**config.mk**
```make
export PLATFORM = sky130hd
export DESIGN_NAME = alu_slice
export DESIGN_NICKNAME = d
export VERILOG_FILES = /design/src/rtl/alu_slice_pkg.sv /design/src/rtl/alu_bit_cell.sv /design/src/rtl/alu_shift_stage.sv /design/src/rtl/alu_slice.sv
export SDC_FILE = /design/constraint.sdc
export NUM_CORES = 1
export LEC_CHECK = 0
export BUFFER_PORTS_ARGS = -buffer_cell sky130_fd_sc_hd__clkbuf_2
export CAP_MARGIN = 15
export CORE_UTILIZATION = 45
export DETAILED_ROUTE_END_ITERATION = 8
export PLACE_DENSITY_LB_ADDON = 0.1
export SLEW_MARGIN = 20
export SYNTH_ARGS = -nofsm -noshare
export SYNTH_HDL_FRONTEND = slang
export SYNTH_SLANG_ARGS = --single-unit
```
**constraint.sdc**
```tcl
create_clock -name vclk -period 14.9
set_input_delay 0.745 -clock vclk [all_inputs]
set_output_delay 0.745 -clock vclk [all_outputs]
set_load 0.005 [all_outputs]
```
**src/rtl/alu_slice_pkg.sv**
```systemverilog
package alu_slice_pkg;
  typedef enum logic [2:0] {
    FN_ADD  = 3'd0,
    FN_SUB  = 3'd1,
    FN_AND  = 3'd2,
    FN_OR   = 3'd3,
    FN_XOR  = 3'd4,
    FN_NAND = 3'd5,
    FN_NOR  = 3'd6,
    FN_XNOR = 3'd7
  } alu_fn_e;

  typedef enum logic [1:0] {
    SH_NONE  = 2'b00,
    SH_LEFT  = 2'b01,
    SH_RIGHT = 2'b10,
    SH_HOLD  = 2'b11
  } alu_sh_e;

  function automatic logic is_arith(input alu_fn_e fn);
    return (fn == FN_ADD) || (fn == FN_SUB);
  endfunction
endpackage

```
**src/rtl/alu_bit_cell.sv**
```systemverilog
module alu_bit_cell
  import alu_slice_pkg::*;
(
  input  logic    a_i,
  input  logic    b_i,
  input  logic    c_i,
  input  alu_fn_e fn_i,
  output logic    r_o,
  output logic    c_o
);
  logic and_b, or_b, xor_b;

  assign and_b = a_i & b_i;
  assign or_b  = a_i | b_i;
  assign xor_b = a_i ^ b_i;
  assign c_o   = and_b | (c_i & xor_b);

  always_comb begin
    unique case (fn_i)
      FN_ADD, FN_SUB: r_o = xor_b ^ c_i;
      FN_AND:         r_o = and_b;
      FN_OR:          r_o = or_b;
      FN_XOR:         r_o = xor_b;
      FN_NAND:        r_o = ~and_b;
      FN_NOR:         r_o = ~or_b;
      default:        r_o = ~xor_b;
    endcase
  end
endmodule

```
**src/rtl/alu_shift_stage.sv**
```systemverilog
module alu_shift_stage
  import alu_slice_pkg::*;
#(
  parameter int W = 8
) (
  input  logic [W-1:0] d_i,
  input  alu_sh_e      sh_i,
  input  logic         sin_l_i,
  input  logic         sin_r_i,
  output logic [W-1:0] q_o,
  output logic         sout_o
);
  always_comb begin
    unique case (sh_i)
      SH_LEFT: begin
        q_o    = {d_i[W-2:0], sin_r_i};
        sout_o = d_i[W-1];
      end
      SH_RIGHT: begin
        q_o    = {sin_l_i, d_i[W-1:1]};
        sout_o = d_i[0];
      end
      default: begin
        q_o    = d_i;
        sout_o = 1'b0;
      end
    endcase
  end
endmodule

```
**src/rtl/alu_slice.sv**
```systemverilog
module alu_slice
  import alu_slice_pkg::*;
#(
  parameter int W = 8
) (
  input  logic [W-1:0] a_i,
  input  logic [W-1:0] b_i,
  input  logic         cin_i,
  input  logic [2:0]   func_i,
  input  logic         binv_i,
  input  logic [1:0]   shift_i,
  input  logic         sin_l_i,
  input  logic         sin_r_i,
  output logic [W-1:0] res_o,
  output logic         cout_o,
  output logic         sout_o,
  output logic         sign_o,
  output logic         zero_o,
  output logic         ovf_o
);
  localparam int MSB = W - 1;

  alu_fn_e      fn;
  logic [W-1:0] b_eff;
  logic [W:0]   carry;
  logic [W-1:0] raw;
  logic         arith;

  assign fn    = alu_fn_e'(func_i);
  assign arith = is_arith(fn);
  // subtract adds one more complement on top of the binv stage
  assign b_eff = b_i ^ {W{binv_i ^ (fn == FN_SUB)}};
  assign carry[0] = cin_i;

  for (genvar i = 0; i < W; i++) begin : g_cell
    alu_bit_cell u_cell (
      .a_i  (a_i[i]),
      .b_i  (b_eff[i]),
      .c_i  (carry[i]),
      .fn_i (fn),
      .r_o  (raw[i]),
      .c_o  (carry[i+1])
    );
  end

  alu_shift_stage #(.W(W)) u_shift (
    .d_i     (raw),
    .sh_i    (alu_sh_e'(shift_i)),
    .sin_l_i (sin_l_i),
    .sin_r_i (sin_r_i),
    .q_o     (res_o),
    .sout_o  (sout_o)
  );

  assign cout_o = arith & carry[W];
  assign ovf_o  = arith & (carry[W] ^ carry[MSB]);
  assign sign_o = res_o[MSB];
  assign zero_o = ~|res_o;
endmodule

```
Yosys cells after proc, flatten, opt, wreduce, memory -nomap -nowiden:

Cells that the tools add are included.

* bitwise operators: 77
* eq/ne operators: 8
* muxes and demuxes: 10
* reduce and logical (&&, ||, !) cells: 5

Operator list (count)
* $pmux W1 S6: 8
* $not A1 Y1: 24
* $and A1 B1 Y1: 18
* $xor A1 B1 Y1: 18
* $or A1 B1 Y1: 16
* $pmux W8 S2: 1
* $eq A3 B3 Y1 const B: 3
* $reduce_or A8 Y1: 1
* $xor A8 B8 Y8: 1
* $eq A3 B2 Y1 const B: 2
* $eq A3 B1 Y1 const B: 1
* $logic_not A3 Y1: 1
* $eq A2 B1 Y1 const B: 1
* $eq A2 B2 Y1 const B: 1
* $pmux W1 S2: 1
* $reduce_or A2 Y1: 1
* $logic_not A1 Y1: 1
* $logic_or A1 B1 Y1: 1

* word-level logic and storage cells: 100
* bits in registers: 0
* input port bits: 25

Depth between registers and ports, before layout:

Gate-level depths: netlist of the first run.

* depth in word-level cells: 23
* gate-level depth with buffers: 22

By module:

Synthesis of the first run repeated with hierarchy kept, for this count alone.

* cells, all modules: 203
* area, all modules: 1521.5 µm²

By module, submodules not included
* alu_bit_cell: instances 8, cells each 18, area an instance 138.9 µm², seq. area each 0.0 µm²
* alu_slice: instances 1, cells each 26, area an instance 210.2 µm², seq. area each 0.0 µm²
* alu_shift_stage: instances 1, cells each 33, area an instance 200.2 µm², seq. area each 0.0 µm²

Worst setup path after synthesis of the first run:

Ideal clock, no wire load.

* path kind: input -> output
* start point: input func_i[2]
* end point: output zero_o
* path buffers: 2
* data arrival time: 6.243 ns
* path slack: 7.912 ns
* stages: 22
* data required time: 14.155 ns
* cell sequence: buf_6 -> buf_4 -> nor2_1 -> nand2_1 -> xor2_2 -> xnor2_1 -> fa_1 -> fa_1 -> fa_1 -> fa_1 -> fa_1 -> fa_1 -> inv_1 -> fa_1 -> inv_1 -> fa_1 -> a221o_1 -> a22o_1 -> nand2b_1 -> o211ai_1 -> or3_1 -> nor4_2

* word-level cells in the longest chain between the ends: 23

Ends and longest elaborated chain
* start: declaration: line alu_slice.sv:9 `input logic [2:0] func_i,`
* $eq A3 B1 Y1: line alu_bit_cell.sv:19, alu_slice.sv:32
* $xor A1 B1 Y1: line alu_slice.sv:32 `assign b_eff = b_i ^ {W{binv_i ^ (fn == FN_SUB)}};`
* $xor A8 B8 Y8: line alu_slice.sv:32
* $xor A1 B1 Y1: line alu_bit_cell.sv:15 `assign xor_b = a_i ^ b_i;`
* $and A1 B1 Y1: line alu_bit_cell.sv:16 `assign c_o = and_b | (c_i & xor_b);`
* $or A1 B1 Y1: line alu_bit_cell.sv:16
* $and A1 B1 Y1: line alu_bit_cell.sv:16
* $or A1 B1 Y1: line alu_bit_cell.sv:16
* [... 8 more ...]
* $and A1 B1 Y1: line alu_bit_cell.sv:16
* $or A1 B1 Y1: line alu_bit_cell.sv:16
* $xor A1 B1 Y1: line alu_bit_cell.sv:20 `FN_ADD, FN_SUB: r_o = xor_b ^ c_i;`
* $pmux W1 S6: line alu_bit_cell.sv:19 `unique case (fn_i)`
* $pmux W8 S2 *: line alu_shift_stage.sv:14 `unique case (sh_i)`
* named net res_o[6]: line alu_slice.sv:14 `output logic [W-1:0] res_o,`
* $reduce_or A8 Y1 *: line alu_slice.sv:58 `assign zero_o = ~|res_o;`
* $logic_not A1 Y1 *: line alu_slice.sv:58
* end: declaration: line alu_slice.sv:18 `output logic zero_o,`

The timed path passes the listed nets; every way through them passes the cells marked *.

Worst setup path after layout of the first run:

* start point: input func_i[2]
* end point: output zero_o

* word-level cells in the longest chain between the ends: 23

Ends and longest elaborated chain (line)
* $eq A3 B1 Y1: alu_bit_cell.sv:19, alu_slice.sv:32
* $xor A1 B1 Y1: alu_slice.sv:32
* $xor A8 B8 Y8: alu_slice.sv:32
* $xor A1 B1 Y1: alu_bit_cell.sv:15
* $and A1 B1 Y1: alu_bit_cell.sv:16
* $or A1 B1 Y1: alu_bit_cell.sv:16
* $and A1 B1 Y1: alu_bit_cell.sv:16
* $or A1 B1 Y1: alu_bit_cell.sv:16
* [... 7 more ...]
* $or A1 B1 Y1: alu_bit_cell.sv:16
* $and A1 B1 Y1: alu_bit_cell.sv:16
* $or A1 B1 Y1: alu_bit_cell.sv:16
* $xor A1 B1 Y1: alu_bit_cell.sv:20
* $pmux W1 S6: alu_bit_cell.sv:19
* $pmux W8 S2 *: alu_shift_stage.sv:14
* $reduce_or A8 Y1 *: alu_slice.sv:58
* $logic_not A1 Y1 *: alu_slice.sv:58

Mark *: on every way between the ends. The rest lies on a longest branch, timed or not.

==> results of run 1 <==
-- metal layers --
layer | GRT usage [%] | vias up | part of all wire, %
met1 | 28.3 | 621 | 49
met3 | 0 | 2 | 2.1
li1 | - | 679 | -
met2 | 33.4 | 26 | 48
met4 | 1.05 | 0 | 0.45
met5 | 0 | - | 0
-- path summary, 6_finish.rpt --
kind       from        to  slack, ns
max   func_i[2]    zero_o       6.98
min     sin_r_i  res_o[0]       1.95
-- critical path: stages --
cell and delay (ns):
clkbuf_2 0.45, nor2_1 0.44, nand2_1 0.14, xor2_2 0.56
xnor2_1 0.22, fa_1 0.43, fa_1 0.39, fa_1 0.39
fa_1 0.39, fa_1 0.41, fa_1 0.38, inv_1 0.08
fa_1 0.20, inv_1 0.06, fa_1 0.42, a221o_1 0.35
a22o_1 0.25, nand2b_1 0.09, o211ai_1 0.09, or3_1 0.39
nor4_2 0.13, clkbuf_2 0.14
-- cells in the final DEF (no fill, tap or decap), types with 2 or more instances in the layout --
cell	synthesis	final
inv_1	24	24
o211ai_1	5	5
ha_1	18	18
clkbuf_2	0	38
o32a_1	2	2
mux2i_1	10	10
a22o_1	3	3
a32oi_1	2	2
a211oi_1	2	2
a311oi_1	2	2
mux2_2	2	2
xnor2_1	8	8
nand2b_1	10	10
nand3_1	2	2
nand2_1	16	16
o221ai_1	2	2
and2_1	3	3
o21ai_0	4	4
o22ai_1	4	4
nor2_1	6	6
nor2b_1	6	6
fa_1	8	8
a21oi_1	10	10
-- cells in the mapped netlist (3+ instances only) --
| master | number | area (um^2) |
|---|---|---|
| inv_1 | 24 | 90.1 |
| ha_1 | 18 | 225 |
| nand2_1 | 16 | 60.1 |
| a21oi_1 | 10 | 50.1 |
| mux2i_1 | 10 | 100 |
| nand2b_1 | 10 | 62.6 |
| fa_1 | 8 | 160 |
| xnor2_1 | 8 | 70.1 |
| nor2_1 | 6 | 22.5 |
| nor2b_1 | 6 | 37.5 |
| o211ai_1 | 5 | 37.5 |
| buf_2 | 4 | 20.0 |
| buf_4 | 4 | 30.0 |
| o21ai_0 | 4 | 20.0 |
| o22ai_1 | 4 | 25.0 |
| a22o_1 | 3 | 26.3 |
| and2_1 | 3 | 18.8 |
-- stage by stage --
stage | cell area, um^2 | hold slack (ns) | total power [W]
finish | 1530 | 1.95 | 0.0000745
global route | 1530 | 1.98 | 0.0000843
CTS | 1530 | 1.95 | 0.0000747
detailed placement | 1530 | 1.95 | 0.0000744
global placement | 1530 | 1.94 | 0.0000733
floorplan | 1380 | 1.72 | 0.0000556
-- area by class of cell --
cell class                 instances  area (um^2)
fill                             274         1300
multi-input combinational        144         1210
timing repair buffer              38          190
inverter                          24         90.1
tap                               31         38.8
-- cell families after synthesis --
logic type,count (synthesis),synth area share [%]
and+or+nand+nor,49,18.5
adders and majority gates,26,27.8
muxes,12,8.86
xor gates and xnor gates,10,6.87
buffers and inverters,34,12.4
AOI/OAI and AO/OA,47,25.5
-- report_power, final --
| group | leakage (nW) | internal (W) | switching [W] | total (W) |
|---|---|---|---|---|
| Clock | 0 | 0 | 0 | 0 |
| Sequential | 0 | 0 | 0 | 0 |
| Combinational | 0.757 | 0.0000336 | 0.0000409 | 0.0000745 |
| Total | 0.757 | 0.0000336 | 0.0000409 | 0.0000745 |
==> metrics.md, run 1 <==
| Metric | Value |
|---|---|
| WS Path Type | `in2out` |
| Die X | `57.5 um` |
| # diodes | `0` |
| Area growth syn-to-layout | `10.7%` |
| Routed Antenna Nets | `0` |
| RSZ-0062 raised after global routing | `false` |
| Gate Count Post-Synth | `about 180` |
| Die H | `around 57 um` |
| Fraction of the yosys area taken by sequential cells | `0%` |
| Syn nets | `229` |
| Hold WC Path Type | `in2out` |
| Per-cell routed wire length | `between 10 and 15 um` |
| Final WL | `approximately 3.1 mm` |
| Vias per cell | `about 5.6` |
| Fin nets | `~260` |
| Maximum fanout along the worst path | `40` |
| F_max | `between 100 and 150 MHz` |
| First-pass GRT wire length | `~5.3 mm` |
| Number of port buffers | `38` |
| Utilization after layout | `54.1%` |
| Max-Slew Margin vs Limit | `46.0%` |
| Endpoint class of the critical path | `output port` |
| Via count | `1328` |
| Initial Util | `48.9%` |
| Worst vdd ir | `18.1 uV` |
| Count of clock buffers in the final design | `0` |
| Crit path DAT | `7.17 ns` |
| Endpoints failing setup | `0` |
| Gr ovfl total | `0` |
| Failing checks | `DRC` |
| Hold Fails Final Rpt | `0` |
| Final non-filler cell total | `237` |
| Setup WS pre-CTS | `6.98 ns` |
| Final TNS setup | `0 ns` |
| Initial DRT Pass Iterations | `6` |
| Netlist cell types | `45` |
| Post-CTS setup buffer count | `0` |
| Pwr/cell area | `48.7 nW/um^2` |
| MaxCap Viol Count | `0` |
| Number of DRC markers in iteration 0 | `54` |
| Netlist Area Pre-Place | `around 1400 um^2` |
| Num ports | `38` |
| Largest net degree at the start of global routing | `41` |
| Sequential cell area | `0 um^2` |
| Hold Path Stages | `5` |
| Cell count after placement | `237` |
| Hpwl dp | `approximately 2.6 mm` |
| Post-CTS sizing | `0` |
| Tmin final | `between 7 and 8 ns` |
| Antenna violations before repair | `0` |
| Die area | `roughly 3300 um^2` |
| Period utilisation layout | `53.1%` |
| Post-Syn Area per Cell | `a little under 8 um^2` |
| Leak | `0.757 nW` |
| WP data required | `roughly 14 ns` |
| Rows | `19` |
| Post-route DRC | `2` |
| Status | `complete, but fails checks` |
| Placeable Area | `2830 um^2` |
| Worst-Margin Slew | `0.810 ns` |
| Fraction of layout cells with a size suffix above 1 | `approximately 22%` |
| Number of global-route vias before repair | `between 1000 and 1500` |
| GP Congestion | `about 0.83` |
| Hold buffer count at CTS | `0` |
| Critical Path Start Type | `input port` |
| Seq cells | `0` |
| Yosys synthesis warning count | `0` |
| Total GRT Usage | `between 10% and 20%` |
| Final WS setup | `~7 ns` |
| Fin. max-slew vios | `0` |
Power figures use the tool's default switching activity.
==> run 2, diff against run 1 <==
==> constraint.sdc (replaced) <==
create_clock -name vclk -period 7.95
set_input_delay 0.3975 -clock vclk [all_inputs]
set_output_delay 0.3975 -clock vclk [all_outputs]
set_load 0.005 [all_outputs]
==> run 2 against run 1 <==
  * The run still ends with DRC left
  * Critical path depth is the same
  * Hold slack got worse by 0.70 ns
  * First-iteration DRC count rose by 31%
  * Final area grew 0.98%
  * Highest routed layer unchanged
  * Utilization up 0.53 points
  * Cell count increased by 0.84%
  * Setup slack got worse by 5.6 ns
  * Routed wire length up 6.1%
  * Sequential share of layout area unchanged
==> metrics.md, run 2 (same netlist as run 1, synthesis figures left out) <==
| Metric | Value |
|---|---|
| Status | `complete, but fails checks` |
| Failing checks | `DRC` |
| Seq cells | `0` |
| Worst-Margin Slew | `between 0.4 and 0.5 ns` |
| Endpoints failing setup | `0` |
| Number of global-route vias before repair | `between 1000 and 1500` |
| Number of port buffers | `38` |
| Hold Fails Final Rpt | `0` |
| Largest net degree at the start of global routing | `40` |
| GP Congestion | `0.851` |
| Commonest cells after routing, fill and taps aside | `clkbuf_2, inv_1, ha_1` |
| Num ports | `38` |
| Count of clock buffers in the final design | `0` |
| Leak | `between 0.7 and 0.8 nW` |
| Rows | `19` |
| Die area | `3300 um^2` |
| MaxCap Viol Count | `0` |
| Tmin final | `about 6.5 ns` |
| Placeable Area | `roughly 2800 um^2` |
| Max-Slew Margin vs Limit | `69.3%` |
| Gr ovfl total | `0` |
| Die X | `about 57 um` |
| Area growth syn-to-layout | `11.8%` |
| Hold buffer count at CTS | `0` |
| Hold endpoint | `cout_o` |
| Maximum fanout along the worst path | `24` |
| # diodes | `0` |
| Antenna violations before repair | `0` |
| Fraction of layout cells with a size suffix above 1 | `23.1%` |
| Final TNS setup | `0 ns` |
| Per-cell routed wire length | `around 14 um` |
| Overall power | `around 0.00014 W` |
| Fin. max-slew vios | `0` |
| Post-CTS setup buffer count | `0` |
| Hold WC Path Type | `in2out` |
| Critical Path Most Common Cell | `fa_1` |
| Largest stage delay on the critical path | `0.43 ns` |
| F_max | `around 150 MHz` |
| Total GRT Usage | `approximately a fifth` |
| First-pass GRT wire length | `approximately 5.6 mm` |
| Worst vdd ir | `approximately 38 uV` |
| Hold Path Stages | `4` |
| Endpoint class of the critical path | `output port` |
| Via count | `~1400` |
| Most common cell after layout, fill and taps aside | `clkbuf_2` |
| Worst-path cell chain | `clkbuf_2, nor2_1, nand2_1, xor2_2, xnor2_1, fa_1, fa_1, fa_1, fa_1, fa_1, fa_1, inv_1, fa_1, inv_1, fa_1, a221o_1, a22o_1, nand2b_1, o211ai_1, or3_1, nor4_2, clkbuf_2` |
| Post-CTS sizing | `0` |
| # fillers | `between 200 and 300` |
| RSZ-0062 raised after global routing | `false` |
| Top Family by Delay on Critical Path | `adder cells` |
| Hold path start | `func_i[2]` |
| WS Path Type | `in2out` |
| Period utilisation layout | `approximately 80%` |
| Pwr/cell area | `a little over 90 nW/um^2` |
| WP buf/inv | `4` |
| WP data required | `roughly 7.6 ns` |
| Hpwl dp | `~2.8 mm` |
| Sequential cell area | `0 um^2` |
| Post-route DRC | `2` |
| Critical Path Start Type | `input port` |
| Vias per cell | `between 5 and 6` |
| Number of DRC markers in iteration 0 | `71` |
| Initial DRT Pass Iterations | `6` |
| Die H | `around 57 um` |
| Crit path DAT | `between 6 and 7 ns` |
| Routed Antenna Nets | `0` |
| Initial Util | `between 40 and 50%` |
| Final WL | `between 3 and 4 mm` |
| Critical Path Slowest Stage Cell | `fa_1` |
| Fin nets | `roughly 260` |
run 2: changes by cell type in the layout (fill, tap and decap cells not counted), sizes merged:
cell	previous run	this run
buf	0	2
run 2: stage by stage:
| stage | cell area [um^2] | util (%) | hold slack [ns] | std cells | worst slack, ns |
|---|---|---|---|---|---|
| after detailed placement | 1550 | 54.7 | 1.25 | 239 | 1.41 |
| after global routing | 1550 | 54.7 | 1.27 | 239 | 1.10 |
| after global placement | 1550 | 54.7 | 1.24 | 239 | 1.54 |
| after CTS | 1550 | 54.7 | 1.25 | 239 | 1.39 |
| final | 1550 | 54.7 | 1.25 | 239 | 1.40 |
| after floorplan | 1380 | - | 1.02 | 178 | 1.66 |
run 2: area by class of cell:
cell class	count	area (um^2)	share of cell area [%]
Inverter	24	90.1	5.83
Tap cell	31	38.8	2.51
Timing Repair Buffer	40	205	13.3
Multi-Input combinational cell	144	1210	78.4
run 2: how the worst max path moves through the flow:
stage,depth (start not counted),end,slack [ns],start
after global routing,22,zero_o,1.10,func_i[1]
after CTS,22,zero_o,1.39,func_i[1]
after detailed placement,22,zero_o,1.41,func_i[1]
after floorplan,22,zero_o,1.66,func_i[2]
after global placement,22,zero_o,1.54,func_i[1]
final,22,zero_o,1.40,func_i[1]
run 2: routing by layer:
| layer | wire length [um] | part of all wire, % | up-vias | track usage (%) |
|---|---|---|---|---|
| met4 | 14 | 0.42 | 0 | 1.05 |
| met2 | 1620 | 49 | 31 | 38.4 |
| met5 | 0 | 0 | - | 0 |
| li1 | - | - | 683 | - |
| met3 | 95 | 2.9 | 2 | 0 |
| met1 | 1580 | 48 | 637 | 28.7 |
run 2: report_power, final:
part	internal, W	total, W	switching (W)
Clock	0	0	0
Sequential	0	0	0
Combinational	0.0000642	0.000142	0.0000781
==> run 3, diff against run 2 <==
==> constraint.sdc (replaced) <==
create_clock -name vclk -period 6.6
set_input_delay 0.33 -clock vclk [all_inputs]
set_output_delay 0.33 -clock vclk [all_outputs]
set_load 0.005 [all_outputs]
==> run 3 against run 2 <==
  * Routed wire length is 1.4% higher
  * Sequential share of layout area stayed put
  * The run still ends with DRC left
  * First-iteration DRC count shrank 42%
  * Cell count grew 1.3%
  * Combinational power up 22%
  * Setup slack worse by 0.80 ns
  * Count of clock-buffer cells in the layout did not move
==> metrics.md, run 3 (same netlist as run 1, synthesis figures left out) <==
| Metric | Value |
|---|---|
| # fillers | `between 200 and 300` |
| Number of global-route vias before repair | `1363` |
| Pint | `a little under 0.00008 W` |
| Pwr/cell area | `111 nW/um^2` |
| Tmin final | `6.00 ns` |
| Hpwl dp | `approximately 2.8 mm` |
| Final TNS setup | `0 ns` |
| Hold path start | `sin_r_i` |
| Routed Antenna Nets | `0` |
| Post-CTS setup buffer count | `0` |
| Met2 Track Usage GR | `approximately 41%` |
| Total GRT Usage | `between 20% and 30%` |
| Period utilisation layout | `a little over 90%` |
| # diodes | `0` |
| Per-cell routed wire length | `13.9 um` |
| Number of DRC markers in iteration 0 | `41` |
| Maximum fanout along the worst path | `4` |
| Switch share | `54.4%` |
| Share of power burned in registers | `0%` |
| Commonest cells after routing, fill and taps aside | `clkbuf_2, inv_1, ha_1` |
| Final WS setup | `about 0.60 ns` |
| Antenna violations before repair | `0` |
| Post-CTS sizing | `0` |
| Initial Util | `between 40 and 50%` |
| GP Congestion | `0.849` |
| Combinational Power Share | `100.0%` |
| Fin nets | `264` |
| Die area | `around 3300 um^2` |
| Die H | `between 50 and 60 um` |
| Hold endpoint | `res_o[0]` |
| GRT busiest layer | `met2` |
| Largest net degree at the start of global routing | `40` |
| Hold WC Path Type | `in2out` |
| First-pass GRT wire length | `~5.9 mm` |
| Status | `complete, but fails checks` |
| Endpoints failing setup | `0` |
| Placeable Area | `approximately 2800 um^2` |
| Gr ovfl total | `0` |
| Post-route DRC | `2` |
| Num ports | `38` |
| Initial DRT Pass Iterations | `8` |
| Final WL | `roughly 3.4 mm` |
| MaxCap Viol Count | `0` |
| Critical Path Most Common Cell | `fa_1` |
| Rows | `19` |
| Most common cell after layout, fill and taps aside | `clkbuf_2` |
| Worst-path cell chain | `clkbuf_2, nor2_1, buf_4, nand2_1, xor2_2, xnor2_1, fa_1, fa_1, fa_1, fa_1, fa_1, fa_1, inv_1, fa_1, inv_1, fa_1, a221o_1, a22o_1, nand2b_1, o211ai_1, or3_1, nor4_2, clkbuf_2` |
| Worst vdd ir | `between 40 and 50 uV` |
| Sequential cell area | `0 um^2` |
| Count of clock buffers in the final design | `0` |
| Fin. max-slew vios | `0` |
| Endpoint class of the critical path | `output port` |
| Clk pwr share | `0%` |
| Grt met1 use | `roughly 30%` |
| Largest stage delay on the critical path | `about 0.43 ns` |
| Number of port buffers | `38` |
| Critical Path Start Type | `input port` |
| Sw power | `approximately 0.000094 W` |
| WP data required | `~6.3 ns` |
| Hold Path Stages | `5` |
| F_max | `between 150 and 200 MHz` |
| Leak | `0.782 nW` |
| Die X | `between 50 and 60 um` |
| RSZ-0062 raised after global routing | `false` |
| Via count | `approximately 1400` |
| GRT met3 Usage | `0%` |
| Vias per cell | `~5.7` |
| Hold Fails Final Rpt | `0` |
| Hold buffer count at CTS | `0` |
| Multi-input logic area | `roughly 1200 um^2` |
| Worst-Margin Slew | `0.408 ns` |
| Fraction of layout cells with a size suffix above 1 | `between 20 and 25%` |
| WS Path Type | `in2out` |
| Max-Slew Margin vs Limit | `between 70% and 80%` |
| Critical Path Slowest Stage Cell | `fa_1` |
| Failing checks | `DRC` |
| Crit path DAT | `approximately 5.7 ns` |
| Area growth syn-to-layout | `13.4%` |
| Setup WS pre-CTS | `0.617 ns` |
| Seq cells | `0` |
## run 3: cell count changes in the layout (fill, tap and decap cells not counted)
cell	previous run	this run
buf_4	2	5
## run 3: how the worst max path moves through the flow
stage / start / endpoint / slack, ns / cells after the start
after global placement: func_i[1] / zero_o / 0.71 / 23
after floorplan: func_i[2] / zero_o / 0.44 / 22
after global routing: func_i[1] / zero_o / 0.38 / 23
final: func_i[1] / zero_o / 0.60 / 23
after detailed placement: func_i[1] / zero_o / 0.62 / 23
after CTS: func_i[1] / zero_o / 0.58 / 23
## run 3: critical path: cells and delay by family
family	cells	cell delay (ns)
fa+ha+maj	8	2.99
xor+xnor	2	0.34
simple gates	5	0.79
buf+inv	5	0.52
compound gates	3	0.71
## run 3: power groups by stage
stage	clock [W]	sequential (W)	combinational, W
global route	0	0	0.000196
floorplan	0	0	0.000126
CTS	0	0	0.000174
finish	0	0	0.000173
global placement	0	0	0.000168
detailed placement	0	0	0.000173
## run 3: layout make-up
class	count	share of cell area, %
multi-input cells	144	77.3
well taps	31	2.47
inverters	24	5.74
repair buffers	43	14.5
## run 3: stage by stage
stage | area (um^2) | hold slack, ns | utilization (%) | total power (W) | cells
finish | 1570 | 1.11 | 55.5 | 0.000173 | 242
detailed placement | 1570 | 1.12 | 55.5 | 0.000173 | 242
CTS | 1570 | 1.12 | 55.5 | 0.000174 | 242
floorplan | 1380 | 0.889 | - | 0.000126 | 178
global placement | 1570 | 1.10 | 55.5 | 0.000168 | 242
global route | 1570 | 1.18 | 55.5 | 0.000196 | 242
## run 3: per-layer routing
layer  share of wire [%]  up-vias
met5                   0        -
met4                0.42        0
met3                 2.6        2
met2                  52       26
met1                  45      654
li1                    -      690
